==> src/rtl/fp_int_trunc_pkg.sv <==
package fp_int_trunc_pkg;

   typedef enum logic [2:0] {
      FC_ZERO = 3'd0,
      FC_NUM  = 3'd1,
      FC_INF  = 3'd2,
      FC_QNAN = 3'd3,
      FC_SNAN = 3'd4
   } fclass_e;

   // saturation patterns for a given integer width
   function automatic logic [127:0] sat_pos(input int w);
      logic [127:0] v;
      v = '0;
      for (int i = 0; i < w - 1; i++) v[i] = 1'b1;
      return v;
   endfunction

   function automatic logic [127:0] sat_neg(input int w);
      logic [127:0] v;
      v = '0;
      v[w-1] = 1'b1;
      return v;
   endfunction

endpackage

==> src/rtl/fp_int_trunc_range.sv <==
// Operand classification and shift-distance computation.
module fp_int_trunc_range
   import fp_int_trunc_pkg::*;
#(
   parameter int OUT_W  = 32,
   parameter int MANT_W = 64,
   parameter int EXP_W  = 16,
   parameter int SH_W   = 7
) (
   input  logic [2:0]       cls,
   input  logic [EXP_W-1:0] exp_in,
   output logic             is_num,
   output logic             force_ovf,
   output logic [SH_W-1:0]  amt
);

   localparam logic signed [EXP_W-1:0] EXP_LIM  = EXP_W'(OUT_W);
   localparam logic [SH_W-1:0]         AMT_TOP  = SH_W'(MANT_W - 1);
   localparam logic [SH_W-1:0]         AMT_ALL  = SH_W'(MANT_W);

   logic signed [EXP_W-1:0] exp_s;
   logic                    exp_big;
   logic                    exp_neg;
   fclass_e                 cls_e;

   always_comb begin
      cls_e     = fclass_e'(cls);
      exp_s     = $signed(exp_in);
      exp_big   = exp_s >= EXP_LIM;
      exp_neg   = exp_s[EXP_W-1];
      is_num    = (cls_e == FC_NUM);
      force_ovf = 1'b0;
      if (cls_e != FC_ZERO && cls_e != FC_NUM) force_ovf = 1'b1;
      if (is_num && exp_big)                   force_ovf = 1'b1;
      if (exp_neg)       amt = AMT_ALL;
      else if (exp_big)  amt = '0;
      else               amt = AMT_TOP - exp_in[SH_W-1:0];
   end

endmodule

==> src/rtl/fp_int_trunc_shift.sv <==
// Logarithmic right shifter that also reports whether any one bit fell off.
module fp_int_trunc_shift #(
   parameter int MANT_W = 64,
   parameter int SH_W   = 7
) (
   input  logic [MANT_W-1:0] din,
   input  logic [SH_W-1:0]   amt,
   output logic [MANT_W-1:0] dout,
   output logic              lost
);

   localparam logic [MANT_W-1:0] ONE = MANT_W'(1);

   logic [MANT_W-1:0] stage [0:SH_W];
   logic [SH_W:0]     drop;

   assign stage[0] = din;
   assign drop[0]  = 1'b0;

   for (genvar k = 0; k < SH_W; k++) begin : g_stage
      localparam longint DIST = longint'(1) << k;
      if (DIST >= MANT_W) begin : g_flush
         assign stage[k+1] = amt[k] ? '0 : stage[k];
         assign drop[k+1]  = drop[k] | (amt[k] & (|stage[k]));
      end else begin : g_part
         localparam logic [MANT_W-1:0] MASK = (ONE << DIST) - ONE;
         assign stage[k+1] = amt[k] ? (stage[k] >> DIST) : stage[k];
         assign drop[k+1]  = drop[k] | (amt[k] & (|(stage[k] & MASK)));
      end
   end

   assign dout = stage[SH_W];
   assign lost = drop[SH_W];

endmodule

==> src/rtl/fp_int_trunc_sat.sv <==
// Limit check, saturation, negation and flag generation.
module fp_int_trunc_sat
   import fp_int_trunc_pkg::*;
#(
   parameter int OUT_W  = 32,
   parameter int MANT_W = 64
) (
   input  logic [MANT_W-1:0] mag,
   input  logic              sign,
   input  logic              is_num,
   input  logic              force_ovf,
   input  logic              lost,
   input  logic              sticky,
   output logic [OUT_W-1:0]  res,
   output logic              inexact,
   output logic              invalid
);

   localparam logic [OUT_W-1:0] MAX_POS = OUT_W'(sat_pos(OUT_W));
   localparam logic [OUT_W-1:0] MIN_NEG = OUT_W'(sat_neg(OUT_W));

   logic             hi_any;
   logic             msb;
   logic             rest_any;
   logic             ovf_mag;
   logic             ovf;
   logic [OUT_W-1:0] m;

   if (OUT_W < MANT_W) begin : g_narrow
      assign hi_any = |mag[MANT_W-1:OUT_W];
   end else begin : g_full
      assign hi_any = 1'b0;
   end

   always_comb begin
      m        = mag[OUT_W-1:0];
      msb      = m[OUT_W-1];
      rest_any = |m[OUT_W-2:0];
      ovf_mag  = hi_any | (msb & (~sign | rest_any));
      ovf      = force_ovf | (is_num & ovf_mag);
      if (ovf)         res = sign ? MIN_NEG : MAX_POS;
      else if (is_num) res = sign ? (~m + OUT_W'(1)) : m;
      else             res = '0;
      inexact  = is_num & ~ovf & (lost | sticky);
      invalid  = ovf;
   end

endmodule

==> src/rtl/fp_int_trunc.sv <==
module fp_int_trunc
   import fp_int_trunc_pkg::*;
#(
   parameter int OUT_W  = 32,
   parameter int MANT_W = 64,
   parameter int EXP_W  = 16
) (
   input  logic              clk,
   input  logic              rst_n,
   input  logic              in_valid,
   input  logic              in_sign,
   input  logic [2:0]        in_class,
   input  logic [EXP_W-1:0]  in_exp,
   input  logic [MANT_W-1:0] in_mant,
   input  logic              in_sticky,
   output logic              out_valid,
   output logic [OUT_W-1:0]  out_int,
   output logic              out_inexact,
   output logic              out_invalid
);

   localparam int SH_W = $clog2(MANT_W + 1);

   if (OUT_W < 2 || OUT_W > 64) begin : g_chk_out
      $error("OUT_W must lie in 2..64");
   end
   if (MANT_W < OUT_W || MANT_W > 128) begin : g_chk_mant
      $error("MANT_W must be at least OUT_W and at most 128");
   end
   if (EXP_W <= SH_W) begin : g_chk_exp
      $error("EXP_W too narrow for the shift range");
   end

   logic              is_num;
   logic              force_ovf;
   logic [SH_W-1:0]   amt;
   logic [MANT_W-1:0] mag;
   logic              lost;
   logic [OUT_W-1:0]  res_c;
   logic              inexact_c;
   logic              invalid_c;

   fp_int_trunc_range #(
      .OUT_W(OUT_W), .MANT_W(MANT_W), .EXP_W(EXP_W), .SH_W(SH_W)
   ) u_range (
      .cls       (in_class),
      .exp_in    (in_exp),
      .is_num    (is_num),
      .force_ovf (force_ovf),
      .amt       (amt)
   );

   fp_int_trunc_shift #(
      .MANT_W(MANT_W), .SH_W(SH_W)
   ) u_shift (
      .din  (in_mant),
      .amt  (amt),
      .dout (mag),
      .lost (lost)
   );

   fp_int_trunc_sat #(
      .OUT_W(OUT_W), .MANT_W(MANT_W)
   ) u_sat (
      .mag       (mag),
      .sign      (in_sign),
      .is_num    (is_num),
      .force_ovf (force_ovf),
      .lost      (lost),
      .sticky    (in_sticky),
      .res       (res_c),
      .inexact   (inexact_c),
      .invalid   (invalid_c)
   );

   always_ff @(posedge clk or negedge rst_n) begin
      if (!rst_n) begin
         out_valid   <= 1'b0;
         out_int     <= '0;
         out_inexact <= 1'b0;
         out_invalid <= 1'b0;
      end else begin
         out_valid <= in_valid;
         if (in_valid) begin
            out_int     <= res_c;
            out_inexact <= inexact_c;
            out_invalid <= invalid_c;
         end
      end
   end

endmodule

==> config.mk <==
export PLATFORM = sky130hd
export DESIGN_NAME = fp_int_trunc
export DESIGN_NICKNAME = d
export VERILOG_FILES = /design/src/rtl/fp_int_trunc_pkg.sv /design/src/rtl/fp_int_trunc_range.sv /design/src/rtl/fp_int_trunc_shift.sv /design/src/rtl/fp_int_trunc_sat.sv /design/src/rtl/fp_int_trunc.sv
export SDC_FILE = /design/constraint.sdc
export NUM_CORES = 1
export LEC_CHECK = 0
export ABC_CLOCK_PERIOD_IN_PS = 1500
export BUFFER_PORTS_ARGS = -buffer_cell sky130_fd_sc_hd__clkbuf_2
export CAP_MARGIN = 20
export CORE_ASPECT_RATIO = 2
export CORE_MARGIN = 4
export CORE_UTILIZATION = 30
export CTS_CLUSTER_SIZE = 14
export DETAILED_ROUTE_END_ITERATION = 10
export SETUP_SLACK_MARGIN = 0.5
export SYNTH_ARGS = -nofsm -noshare
export SYNTH_HDL_FRONTEND = slang
export SYNTH_SLANG_ARGS = --single-unit
==> constraint.sdc <==
create_clock -name clk -period 1.5 [get_ports clk]
set_input_delay 0.15 -clock clk [delete_from_list [all_inputs] [get_ports clk]]
set_output_delay 0.15 -clock clk [all_outputs]
set_load 0.01 [all_outputs]
==> results.md, run 1 <==
- Max-slew headroom: 50.78%
- Worst hold start: in_class[0]
- Share of the synthesized area in the top cell type: 9.855%
- Failing checks: negative setup slack
- Reg2Reg Depth: 3
- Psw: 2671 uW
- Total grt overflow: 0
- Core area: 0.02907 sq mm
- Status: complete, but fails checks
- DRC violations left: 0
- Synth unique cells: 90
- Sequential power share: 18.1%
- All-Layer GR Usage: 46.85%
- Vias in the first global route: 16,000
- Slowest stage delay, CP: 0.59 ns
- Die area: 0.03261 sq mm
- Clk_skew: 0 ns
- Sink Count: 35
- Final TNS setup: -85.27 ns
- Hold path depth: 3
- Layout cells sized above 1: 52.03%
- Post-Layout Cell Count: 2,431
- Clk_lat worst skew: 0.29 ns
- Final worst-path cycle share: 277.2%
- CP arrival: 4.38 ns
- Post-synth ARST share: 100.0%
- Vias: 15,770
- R2R Setup Slk: 0.61 ns
- Critical Path End Type: flop
- DIE HEIGHT: 251.4 microns
- Final Hold Viols: 0
- Final Cell Area: 0.01687 sq mm
- Critical Path Start Type: input port
- Clk network pwr share: 17.9%
- Ports: 123
- Max-cap violations: 0
- WL/cell: 32.46 microns
- Largest cells by area after synthesis: dfrtp_1 (9.9%), nand2_1 (6.3%), o21ai_0 (5.8%)
- RSZ-0062 raised after global routing: true
- Starting Density: 30.57%
- CP top delay family: compound AO/OA/AOI/OAI gates
- Critical Path Slowest Stage Cell: xor2_1
- Die W: 129.7 microns
- Capture point of the worst reg-to-reg path: out_int[31]
- Number of flops mapped to enable cells by yosys: 0
- Pin count of the biggest net entering global routing: 44
- Final setup fails: 34
- Nets@finish: 2,156
- DRT iter0 DRCs: 1,423
- Post-synthesis cell count: 1,343
- Main synth FF type: dfrtp_1
- F_max: 0.2405 GHz
- Crit-path cells: buf_6 > buf_6 > buf_4 > nor3_2 > buf_4 > nand3_2 > buf_12 > o21ai_1 > nand3_1 > o221a_4 > a221oi_4 > buf_4 > nand3_2 > buf_4 > o21ai_0 > xor2_1 > o22ai_1 > a21oi_2
- Switching Fraction: 43.17%
- Num CTS Buffers: 5
- Synthesis-stage register bit count: 35
- Detailed Routing Iterations Pass 1: 8
- Cell Area, Synth: 0.008887 sq mm
- Clock root cell: clkbuf_16
- Post-route antenna net violation count: 0
- Area of the multi-input gates: 0.008702 sq mm
- Register clock-pin slew on the reported worst setup and hold paths: 0.05 ns
- CTS tree: done
- Stages on worst setup path: 18
- Vias per inst: 6.485
- Critical R2R Launch: out_int[31]
- WHS Endpoint: out_invalid
- Dpl cell area: 0.01446 sq mm
- Buf/Inv on CP: 7
- P_leak: 0.007390 uW
- P per Cell Area: 366.7 mW/mm^2
- Layout fillers: 2,807
- CP max FO: 15
- Comb power frac: 64.0%
- Final worst slack: -2.658 ns
- Gpl congestion: 1.066
- Int Power: 3516 uW
- Syn Nets: 1,432
- Highest ir drop seen on vdd: 0.6270 mV
- Detailed placer's ending HPWL: 63.11 mm
- YS warnings: 0
- CP Class: in2reg
- Fin. max-slew vios: 0
- Number of H-tree levels: 2
- Crit path required time: 1.72 ns
- First-pass GRT wire length: 111.0 mm
- Worst Hold Class: in2reg
- CTS Buffer Depth: 2
- Area Growth Syn to Fin: 89.82%
- Cells after DPL: 2,336
- Initial antenna violation count: 3
- Fin crit period: 4.158 ns
- Mean Syn Cell Area: 6.617 sq um
- Most used cell, CP: buf_4
- Row count: 88
- Cell type with the largest total area after synthesis: dfrtp_1
- Reg area: 875.8 sq um
- Tightest Pin Transition: 0.7349 ns
- Buffers added on ports: 122
- Final wirelength: 78.91 mm
- Post-synthesis sequential area ratio: 9.855%
==> power by group through the flow <==
stage          clock [uW]  combinational, uW  sequential (uW)
5_1_grt              1160               4120             1130
3_5_place_dp            0               3330             1130
2_1_floorplan           0               1240             1180
3_3_place_gp            0               3310             1130
4_1_cts              1110               3600             1120
6_report             1110               3960             1120
==> worst max path at each step <==
| stage | start | to | slack [ns] |
|---|---|---|---|
| floorplan | in_exp[15] | out_int[27] | -2.28 |
| global placement | in_exp[5] | out_int[18] | -3.30 |
| detailed placement | in_exp[5] | out_int[18] | -3.32 |
| CTS | in_exp[0] | out_int[24] | -2.48 |
| global route | in_exp[8] | out_int[5] | -2.73 |
| finish | in_exp[12] | out_int[5] | -2.66 |
==> cell families (layout without fill, tap and decap cells) <==
family	Yosys count	in the layout	synth area share, %
adder cells (fa/ha/maj)	1	1	0.1408
XOR/XNOR	23	23	2.267
buffers and inverters	138	863	6.744
AO/OA/AOI/OAI	534	534	41.84
multiplexers	73	73	9.053
AND/OR/NAND/NOR	539	539	30.10
flip-flops	35	35	9.855
other	0	3	0
==> flip-flops by register name, indices dropped and copies added (netlist names) <==
name and cells:
out_inexact 1, out_int 32, out_valid 1, out_invalid 1
==> Yosys cell counts, types with 7 or more instances <==
cell	n
a211o_1	7
o22ai_1	28
o221a_2	9
nand3_1	58
nand2b_1	12
xnor2_1	13
o2111ai_1	7
o21a_1	20
a22oi_1	20
nand4_1	21
and2_1	16
mux2i_1	50
and3_1	9
o21ai_0	103
o22a_1	9
dfrtp_1	35
o2bb2ai_1	9
nor3_1	60
o31ai_1	14
a221oi_1	11
buf_1	14
a31oi_1	25
a32oi_1	15
clkbuf_1	66
o21ai_1	7
inv_1	15
buf_2	35
o211ai_1	20
mux2_2	19
xor2_1	10
a211oi_1	36
or3_1	12
nand2_1	149
nor4_1	17
o221ai_1	10
nor2b_1	8
o32ai_1	20
a21oi_1	95
nor2_1	134
a21o_1	11
==> layout by cell type, fill, tap and decap left out, drive strengths merged, types with 28 or more instances in the layout <==
cell type,n
buf,722
nand2,149
nor2,135
clkbuf,123
o21ai,110
a21oi,95
nor3,63
nand3,59
mux2i,50
a211oi,39
dfrtp,35
o22ai,28
==> routing by layer <==
metal,part of all wire (%),track usage [%]
met2,48,78.85
met3,7.7,11.57
met4,15,49.35
met5,0,0
met1,30,43.20
==> metrics by stage <==
stage / power, uW / worst slack [ns] / hold slack, ns / utilization [%]
after floorplan: 2426 / -2.282 / -0.1456 / -
after global placement: 4444 / -3.304 / 0.2024 / 49.74
after detailed placement: 4462 / -3.320 / 0.2088 / 49.74
after CTS: 5821 / -2.476 / 0.1607 / 54.89
after global routing: 6412 / -2.727 / 0.2107 / 58.04
final: 6186 / -2.658 / 0.2072 / 58.04
==> cell type report <==
cell class                      count  share of cell area, %
Tap cell                          360                  2.670
Antenna cell                        3                0.04450
Multi-Input combinational cell   1170                  51.58
Sequential cell                    35                  5.192
Inverter                           16                 0.3560
Timing Repair Buffer              839                  39.23
Clock buffer                        8                 0.9271
==> tightest hold or removal path, stage by stage <==
cell	delay (ns)
clkbuf_2	0.12
nand3_4	0.09
a31oi_4	0.09
==> repair_timing <==
item | in CTS | in global routing
endpoints found under the hold margin | 35 | 0
resized for setup | 192 | 142
hold buffers | 1 | 0
endpoints found under the setup margin | 35 | 36
cloned | 3 | 1
pin swaps | 54 | 68
buffers inserted | 45 | 34
Note: power is estimated with default switching activity, not from simulation.
==> run 2: changes to the inputs <==
--- a/config.mk
+++ b/config.mk
@@ -14,4 +14,5 @@
 export CTS_CLUSTER_SIZE = 14
 export DETAILED_ROUTE_END_ITERATION = 10
+export GPL_TIMING_DRIVEN = 0
 export SETUP_SLACK_MARGIN = 0.5
 export SYNTH_ARGS = -nofsm -noshare
==> constraint.sdc (replaced) <==
create_clock -name clk -period 1.5 [get_ports clk]
set_input_delay 0.075 -clock clk [delete_from_list [all_inputs] [get_ports clk]]
set_output_delay 0.075 -clock clk [all_outputs]
set_load 0.01 [all_outputs]
==> results.md, run 2 <==
- Number of flops mapped to enable cells by yosys: 0 (unchanged)
- Top-count cell post-synth: nand2_1 (unchanged)
- Share of the synthesized area in the top cell type: 9.855% (unchanged)
- Syn Nets: 1,432 (unchanged)
- Num CTS Buffers: 5 (unchanged)
- Failed at: global routing (5_1_grt)
- Post-synthesis cell count: 1,343 (unchanged)
- Cell Area, Synth: 0.008887 sq mm (unchanged)
- Mean Syn Cell Area: 6.617 sq um (unchanged)
- Total grt overflow: 17
- Pin count of the biggest net entering global routing: 36
- Row count: 88 (unchanged)
- Buffers added on ports: 117 (was 122)
- YS warnings: 0 (unchanged)
- Largest cells by area after synthesis: dfrtp_1 (9.9%), nand2_1 (6.3%), o21ai_0 (5.8%) (unchanged)
- Post-synth top cells: nand2_1 (149), nor2_1 (134), o21ai_0 (103) (unchanged)
- Ports: 123 (unchanged)
- Stop err: [ERROR GRT-0116] Global routing finished with congestion. Check the congestion regions in the DRC Viewer.
- Status: did not finish (was complete, but fails checks)
- Clock root cell: clkbuf_16 (unchanged)
- Post-synthesis sequential area ratio: 9.855% (unchanged)
- Main synth FF type: dfrtp_1 (unchanged)
- Sink Count: 35 (unchanged)
- Number of H-tree levels: 2 (unchanged)
- Cell type with the largest total area after synthesis: dfrtp_1 (unchanged)
- Detailed placer's ending HPWL: 65.85 mm (was 63.11 mm)
- Die W: 129.7 microns (unchanged)
- First-pass GRT wire length: 130.6 mm
- Synthesis-stage register bit count: 35 (unchanged)
- Gpl congestion: 1.139 (was 1.066)
- Vias in the first global route: 15,660
- Post-synth ARST share: 100.0% (unchanged)
- DIE HEIGHT: 251.4 microns (unchanged)
- Synth unique cells: 90 (unchanged)
- All-Layer GR Usage: 56.20%
- CTS Buffer Depth: 2 (unchanged)
- Starting Density: 30.57% (unchanged)
## run 2: cell families after synthesis
group / share of synthesized area [%]
buf+inv: 6.744
xor+xnor: 2.267
simple gates: 30.10
compound gates: 41.84
flops: 9.855
fa+ha+maj: 0.1408
mux: 9.053
## run 2: through the flow
stage | setup TNS [ns] | setup WS (ns) | cell area [sq um] | std cells
4_1_cts | -89.94 | -2.758 | 11910 | 1900
3_5_place_dp | -165.00 | -5.296 | 10080 | 1826
3_3_place_gp | -167.86 | -5.519 | 10030 | 1820
2_1_floorplan | -70.39 | -2.207 | 8990 | 1343
## run 2: repair_timing
item | in CTS
cloned | 3
hold endpoints to repair | 35
setup endpoints to repair | 34
gates resized for setup | 263
pin swaps | 49
setup buffers | 63
## run 2: metal layers
metal / overflow / GRT usage, %
met1: 0 / 54.90
met2: 5 / 80.52
met3: 0 / 28.56
met4: 12 / 59.39
met5: 0 / 2.167
==> run 3: changes to the inputs <==
Settings changed: CORE_ASPECT_RATIO 2 to default, CORE_UTILIZATION 30 to 20, CTS_CLUSTER_SIZE 14 to default, PLACE_DENSITY_LB_ADDON from default to 0.15, SETUP_SLACK_MARGIN 0.5 to default.
==> results.md, run 3 (synthesis results as in run 1) <==
- Fin crit period: 4.119 ns
- All-Layer GR Usage: 31.47%
- Nets@finish: 1,695
- F_max: 0.2428 GHz
- Comb power frac: 57.2%
- P per Cell Area: 408.7 mW/mm^2
- Final worst slack: -2.619 ns
- Crit path required time: 1.70 ns
- Row count: 76 (was 88)
- CP max FO: 10
- Layout cells sized above 1: 38.89%
- Vias per inst: 6.428
- Clock root cell: clkbuf_16 (unchanged)
- Layout fillers: 4,854
- P_leak: 0.005033 uW
- Critical Path Start Type: input port
- Vias: 14,090
- Vias in the first global route: 13,740
- Largest Register: out_int
- Area Growth Syn to Fin: 51.74%
- Num CTS Buffers: 5 (unchanged)
- Core area: 0.04346 sq mm
- CTS Buffer Depth: 2 (unchanged)
- Starting Density: 20.45% (was 30.57%)
- DIE HEIGHT: 218.8 microns (was 251.4 microns)
- Die area: 0.04787 sq mm
- Commonest cells after routing, fill and taps aside: nand2_1 (139), buf_4 (138), clkbuf_2 (128), nor2_1 (119), a21oi_1 (83)
- Sequential power share: 20.4%
- WL/cell: 35.96 microns
- Register clock-pin slew on the reported worst setup and hold paths: 0.06 ns
- Clk_skew: 0 ns
- CP Class: in2reg
- Detailed Routing Iterations Pass 1: 7
- DRC violations left: 0
- Ports: 123 (unchanged)
- DRT iter0 DRCs: 1,964
- Slowest stage delay, CP: 0.83 ns
- Final setup fails: 34
- RSZ-0062 raised after global routing: true
- Post-route antenna net violation count: 0
- Worst Hold Class: in2reg
- Final Hold Viols: 0
- Clk_lat worst skew: 0.28 ns
- Gpl congestion: 1.031 (was 1.139)
- Initial antenna violation count: 7
- Final wirelength: 78.83 mm
- Buffers added on ports: 117 (unchanged)
- Final TNS setup: -85.29 ns
- Highest ir drop seen on vdd: 0.4255 mV
- Int Power: 2974 uW
- CTS tree: done
- Critical Path End Type: flop
- Detailed placer's ending HPWL: 61.43 mm (was 65.85 mm)
- Total grt overflow: 0
- Most used cell, CP: buf_6
- Critical Path Slowest Stage Cell: o32ai_1
- Max-cap violations: 0
- Power Total: 5512 uW
- Area of the multi-input gates: 0.008867 sq mm
- Crit-path cells: clkbuf_2 > or3_1 > buf_2 > nor4_4 > buf_6 > o32ai_1 > nor2_1 > nand2_1 > o21ai_2 > o32ai_4 > buf_6 > o211ai_1 > nor4_2 > nand2_2 > buf_6 > o31ai_2 > xnor2_1 > a211oi_2
- Status: complete, but fails checks (was did not finish)
- Clk network pwr share: 22.4%
- Die W: 218.8 microns (was 129.7 microns)
- Failing checks: negative setup slack
- Number of H-tree levels: 2 (unchanged)
- Commonest non-fill, non-tap cell in the layout: nand2_1
- Tightest Pin Transition: 1.088 ns
- Final worst-path cycle share: 274.6%
- Pin count of the biggest net entering global routing: 36
- Sink Count: 35 (unchanged)
- Reg area: 875.8 sq um
- First-pass GRT wire length: 107.9 mm
- Fin. max-slew vios: 0
- Pre-CTS setup slack: -4.767 ns (was -5.296 ns)
- Max FFs per register: 32
- CP arrival: 4.32 ns
- Psw: 2538 uW
- Antenna cells: 0
- Switching Fraction: 46.04%
- Max-slew headroom: 26.73%
run 3: final cells by class:
| type | count | share of cell area (%) |
|---|---|---|
| Multi-Input combinational cell | 1171 | 65.75 |
| Clock inverter | 2 | 0.2598 |
| Sequential cell | 35 | 6.495 |
| Timing Repair Buffer | 263 | 13.79 |
| Buffer | 114 | 6.764 |
| Tap cell | 585 | 5.428 |
| Inverter | 16 | 0.4825 |
| Clock buffer | 6 | 1.030 |
run 3: stage by stage:
step / util [%] / cell area (sq um) / std cells / hold WS [ns]
2_1_floorplan: - / 8990 / 1343 / -0.2206
3_3_place_gp: 23.72 / 10310 / 2045 / 0.2400
3_5_place_dp: 23.82 / 10350 / 2049 / 0.2436
4_1_cts: 29.31 / 12740 / 2158 / 0.06609
5_1_grt: 31.03 / 13490 / 2192 / 0.05579
6_report: 31.03 / 13490 / 2192 / 0.04824
run 3: final timing paths:
check,startpoint,endpoint,cells past startpoint,slack (ns)
worst max-delay path,in_exp[10],out_int[29],18,-2.62
worst min-delay path,in_valid,out_valid,1,0.05
worst max register to register,out_int[24],out_int[24],2,0.64
worst min register to register,out_int[10],out_int[10],1,0.49
max in group asynchronous,rst_n,out_int[8],2,0.48
min in group asynchronous,rst_n,out_valid,2,0.46
run 3: routing by layer:
| layer | global-route usage, % | vias to the layer above | share of wire (%) |
|---|---|---|---|
| met4 | 15.10 | 8 | 7.0 |
| met5 | 0 | - | 0.077 |
| li1 | - | 5770 | - |
| met2 | 46.39 | 1070 | 41 |
| met1 | 43.11 | 6941 | 41 |
| met3 | 7.408 | 302 | 11 |
run 3: power by group through the flow:
| stage | Combinational, uW | Clock, uW | Sequential (uW) |
|---|---|---|---|
| floorplan | 1240 | 0 | 1180 |
| global placement | 2520 | 0 | 1140 |
| detailed placement | 2490 | 0 | 1140 |
| CTS | 2910 | 1260 | 1130 |
| global route | 3260 | 1330 | 1140 |
| finish | 3150 | 1240 | 1130 |
run 3: timing repair:
item                                    in CTS  in global routing
cloned                                       1                  2
endpoints found under the setup margin      34                 34
gates resized for setup                    338                142
endpoints found under the hold margin       35                  0
buffers inserted                           104                 38
hold buffers                                 1                  0
pin swaps                                   75                 43
run 3: worst max-delay path: cells and delay by family:
kind,cells,cell delay [ns]
buffers and inverters,5,0.97
AOI/OAI and AO/OA,6,1.96
and+or+nand+nor,6,1.16
xor gates and xnor gates,1,0.15
==> run 4: changes to the inputs <==
Settings changed: SYNTH_HIERARCHICAL from default to 1.
==> results.md, run 4 <==
- Failing checks: negative setup slack (unchanged)
- Critical Path Start Type: input port (unchanged)
- RSZ-0062 raised after global routing: true (unchanged)
- Total grt overflow: 0 (unchanged)
- P_leak: 0.004190 uW (was 0.005033 uW)
- Fin crit period: 4.947 ns (was 4.119 ns)
- Final Hold Viols: 0 (unchanged)
- Power Total: 4494 uW (was 5512 uW)
- Final TNS setup: -115.26 ns (was -85.29 ns)
- Cell Area, Synth: 0.007843 sq mm (was 0.008887 sq mm)
- Highest ir drop seen on vdd: 0.4014 mV (was 0.4255 mV)
- Commonest non-fill, non-tap cell in the layout: clkbuf_2 (was nand2_1)
- Most used cell, CP: buf_6 (unchanged)
- Sink Count: 35 (unchanged)
- Antenna cells: 0 (unchanged)
- Post-synth ARST share: 100.0% (unchanged)
- Cell type with the largest total area after synthesis: mux4_2 (was dfrtp_1)
- Nets@finish: 1,172 (was 1,695)
- Critical Path End Type: flop (unchanged)
- Max-slew headroom: 32.44% (was 26.73%)
- CP Class: in2reg (unchanged)
- Post-route antenna net violation count: 0 (unchanged)
- Mean Syn Cell Area: 8.822 sq um (was 6.617 sq um)
- DRT iter0 DRCs: 671 (was 1,964)
- CTS Buffer Depth: 2 (unchanged)
- Reg2Reg Depth: 1 (was 2)
- Layout fillers: 4,246 (was 4,854)
- CP max FO: 7 (was 10)
- Detailed Routing Iterations Pass 1: 7 (unchanged)
- CP top delay family: simple AND/OR/NAND/NOR gates (was compound AO/OA/AOI/OAI gates)
- Tightest Pin Transition: 1.010 ns (was 1.088 ns)
- Share of the synthesized area in the top cell type: 18.95% (was 9.855%)
- Number of flops mapped to enable cells by yosys: 0 (unchanged)
- Max-cap violations: 0 (unchanged)
- Clk_skew: 0 ns (unchanged)
- Main synth FF type: dfrtp_1 (unchanged)
- Die area: 0.04244 sq mm (was 0.04787 sq mm)
- R2R Setup Slk: 0.72 ns (was 0.64 ns)
- Fin. max-slew vios: 0 (unchanged)
- Ports: 123 (unchanged)
- DIE HEIGHT: 206.0 microns (was 218.8 microns)
- Slowest stage delay, CP: 0.51 ns (was 0.83 ns)
- Area Growth Syn to Fin: 37.83% (was 51.74%)
- Post-Layout Cell Count: 1,602 (was 2,192)
- P per Cell Area: 415.8 mW/mm^2 (was 408.7 mW/mm^2)
- Synth unique cells: 78 (was 90)
- Final worst slack: -3.447 ns (was -2.619 ns)
- Initial antenna violation count: 0 (was 7)
- Register clock-pin slew on the reported worst setup and hold paths: 0.06 ns (about the same)
- Critical R2R Launch: out_int[19] (was out_int[24])
- Num CTS Buffers: 5 (unchanged)
- Dpl cell area: 0.009188 sq mm (was 0.01035 sq mm)
- CP arrival: 5.11 ns (was 4.32 ns)
- YS warnings: 6 (was 0)
- WL/cell: 24.71 microns (was 35.96 microns)
- Status: complete, but fails checks (unchanged)
- Buffers added on ports: 122 (was 117)
- All-Layer GR Usage: 17.95% (was 31.47%)
- Final setup fails: 34 (unchanged)
- Post-synth top cells: nor2_1 (121), mux4_2 (66), mux2_2 (57) (was nand2_1 (149), nor2_1 (134), o21ai_0 (103))
- Vias in the first global route: 8,924 (was 13,740)
- Final worst-path cycle share: 329.8% (was 274.6%)
- Cells after DPL: 1,529 (was 2,049)
- Largest cells by area after synthesis: mux4_2 (19%), dfrtp_1 (11%), mux2_2 (8.2%) (was dfrtp_1 (9.9%), nand2_1 (6.3%), o21ai_0 (5.8%))
- CTS tree: done (unchanged)
- Largest Register: out_int (unchanged)
- Capture point of the worst reg-to-reg path: out_int[19] (was out_int[24])
- Critical Path Slowest Stage Cell: mux4_2 (was o32ai_1)
- Hold slack: 0.1713 ns (was 0.04824 ns)
- Core area: 0.03874 sq mm (was 0.04346 sq mm)
- Vias per inst: 5.462 (was 6.428)
- Worst Hold Class: in2async (was in2reg)
- DRC violations left: 0 (unchanged)
- Top-count cell post-synth: nor2_1 (was nand2_1)
- Clk_lat worst skew: 0.28 ns (about the same)
- Post-synthesis cell count: 889 (was 1,343)
- Buf/Inv on CP: 9 (was 5)
- Row count: 72 (was 76)
- Final wirelength: 39.58 mm (was 78.83 mm)
- Clock root cell: clkbuf_16 (unchanged)
- Post-synthesis sequential area ratio: 11.17% (was 9.855%)
- F_max: 0.2022 GHz (was 0.2428 GHz)
- Vias: 8,750 (was 14,090)
- First-pass GRT wire length: 58.66 mm (was 107.9 mm)
- Pin count of the biggest net entering global routing: 36 (unchanged)
- Syn Nets: 978 (was 1,432)
- Gpl congestion: 0.9763 (was 1.031)
- Layout cells sized above 1: 48.43% (was 38.89%)
- Detailed placer's ending HPWL: 32.01 mm (was 61.43 mm)
- Die W: 206.0 microns (was 218.8 microns)
- Commonest cells after routing, fill and taps aside: clkbuf_2 (131), nor2_1 (106), mux4_2 (67), buf_4 (51), mux2_2 (48) (was nand2_1 (139), buf_4 (138), clkbuf_2 (128), nor2_1 (119), a21oi_1 (83))
- Starting Density: 20.25% (was 20.45%)
- Final Cell Area: 0.01081 sq mm (was 0.01349 sq mm)
- Max FFs per register: 32 (unchanged)
- Number of H-tree levels: 2 (unchanged)
- Synthesis-stage register bit count: 35 (unchanged)
- Crit path required time: 1.67 ns (was 1.70 ns)
==> run 4: cell families (layout without fill, tap and decap cells) <==
logic type      Yosys count  after routing  share of synthesized area (%)
simple gates            305            305                          19.51
compound gates          228            228                          20.17
mux                     204            204                          39.96
buf+inv                  92            287                          6.350
flops                    35             35                          11.17
xor+xnor                 24             24                          2.680
fa+ha+maj                 1              1                         0.1595
==> run 4: final cells by class <==
type                            count  area (sq um)  area share (%)
Inverter                           15         56.30          0.5209
Timing Repair Buffer              187          1269           11.74
Sequential cell                    35         875.8           8.103
Clock inverter                      2         35.03          0.3241
Multi-Input combinational cell    762          7148           66.13
Buffer                             77         638.1           5.903
Tap cell                          518         648.1           5.996
Clock buffer                        6         138.9           1.285
==> run 4: layer usage <==
metal	global-route usage, %	vias up	part of all wire [%]
met4	5.323	0	3.0
met3	1.710	75	5.4
met2	30.44	403	48
met5	0	-	0
met1	24.27	4356	44
li1	-	3916	-
==> run 4: repair_timing <==
action	4_1_cts	5_1_grt
buffers inserted	34	22
gates cloned	6	0
resized for setup	136	80
hold endpoints to repair	36	0
hold buffers	2	0
endpoints found under the setup margin	34	34
pin swaps	28	16
==> run 4: worst max path at each step <==
| stage | startpoint | endpoint | depth (start not counted) |
|---|---|---|---|
| 6_report | in_exp[11] | out_int[9] | 26 |
| 5_1_grt | in_exp[13] | out_int[18] | 26 |
| 2_1_floorplan | in_exp[11] | out_int[3] | 19 |
| 3_5_place_dp | in_exp[13] | out_int[14] | 22 |
| 3_3_place_gp | in_exp[11] | out_int[14] | 22 |
| 4_1_cts | in_exp[7] | out_int[25] | 23 |
==> run 4: where the power goes <==
part	switching (uW)	internal, uW
logic	1180	961
registers	67.5	1060
clock network	399	826
==> run 4: through the flow <==
| step | setup slack [ns] | utilization (%) |
|---|---|---|
| after global placement | -5.723 | 23.72 |
| after floorplan | -3.382 | - |
| after CTS | -3.410 | 26.60 |
| after global routing | -3.572 | 27.90 |
| final | -3.447 | 27.90 |
| after detailed placement | -5.594 | 23.72 |
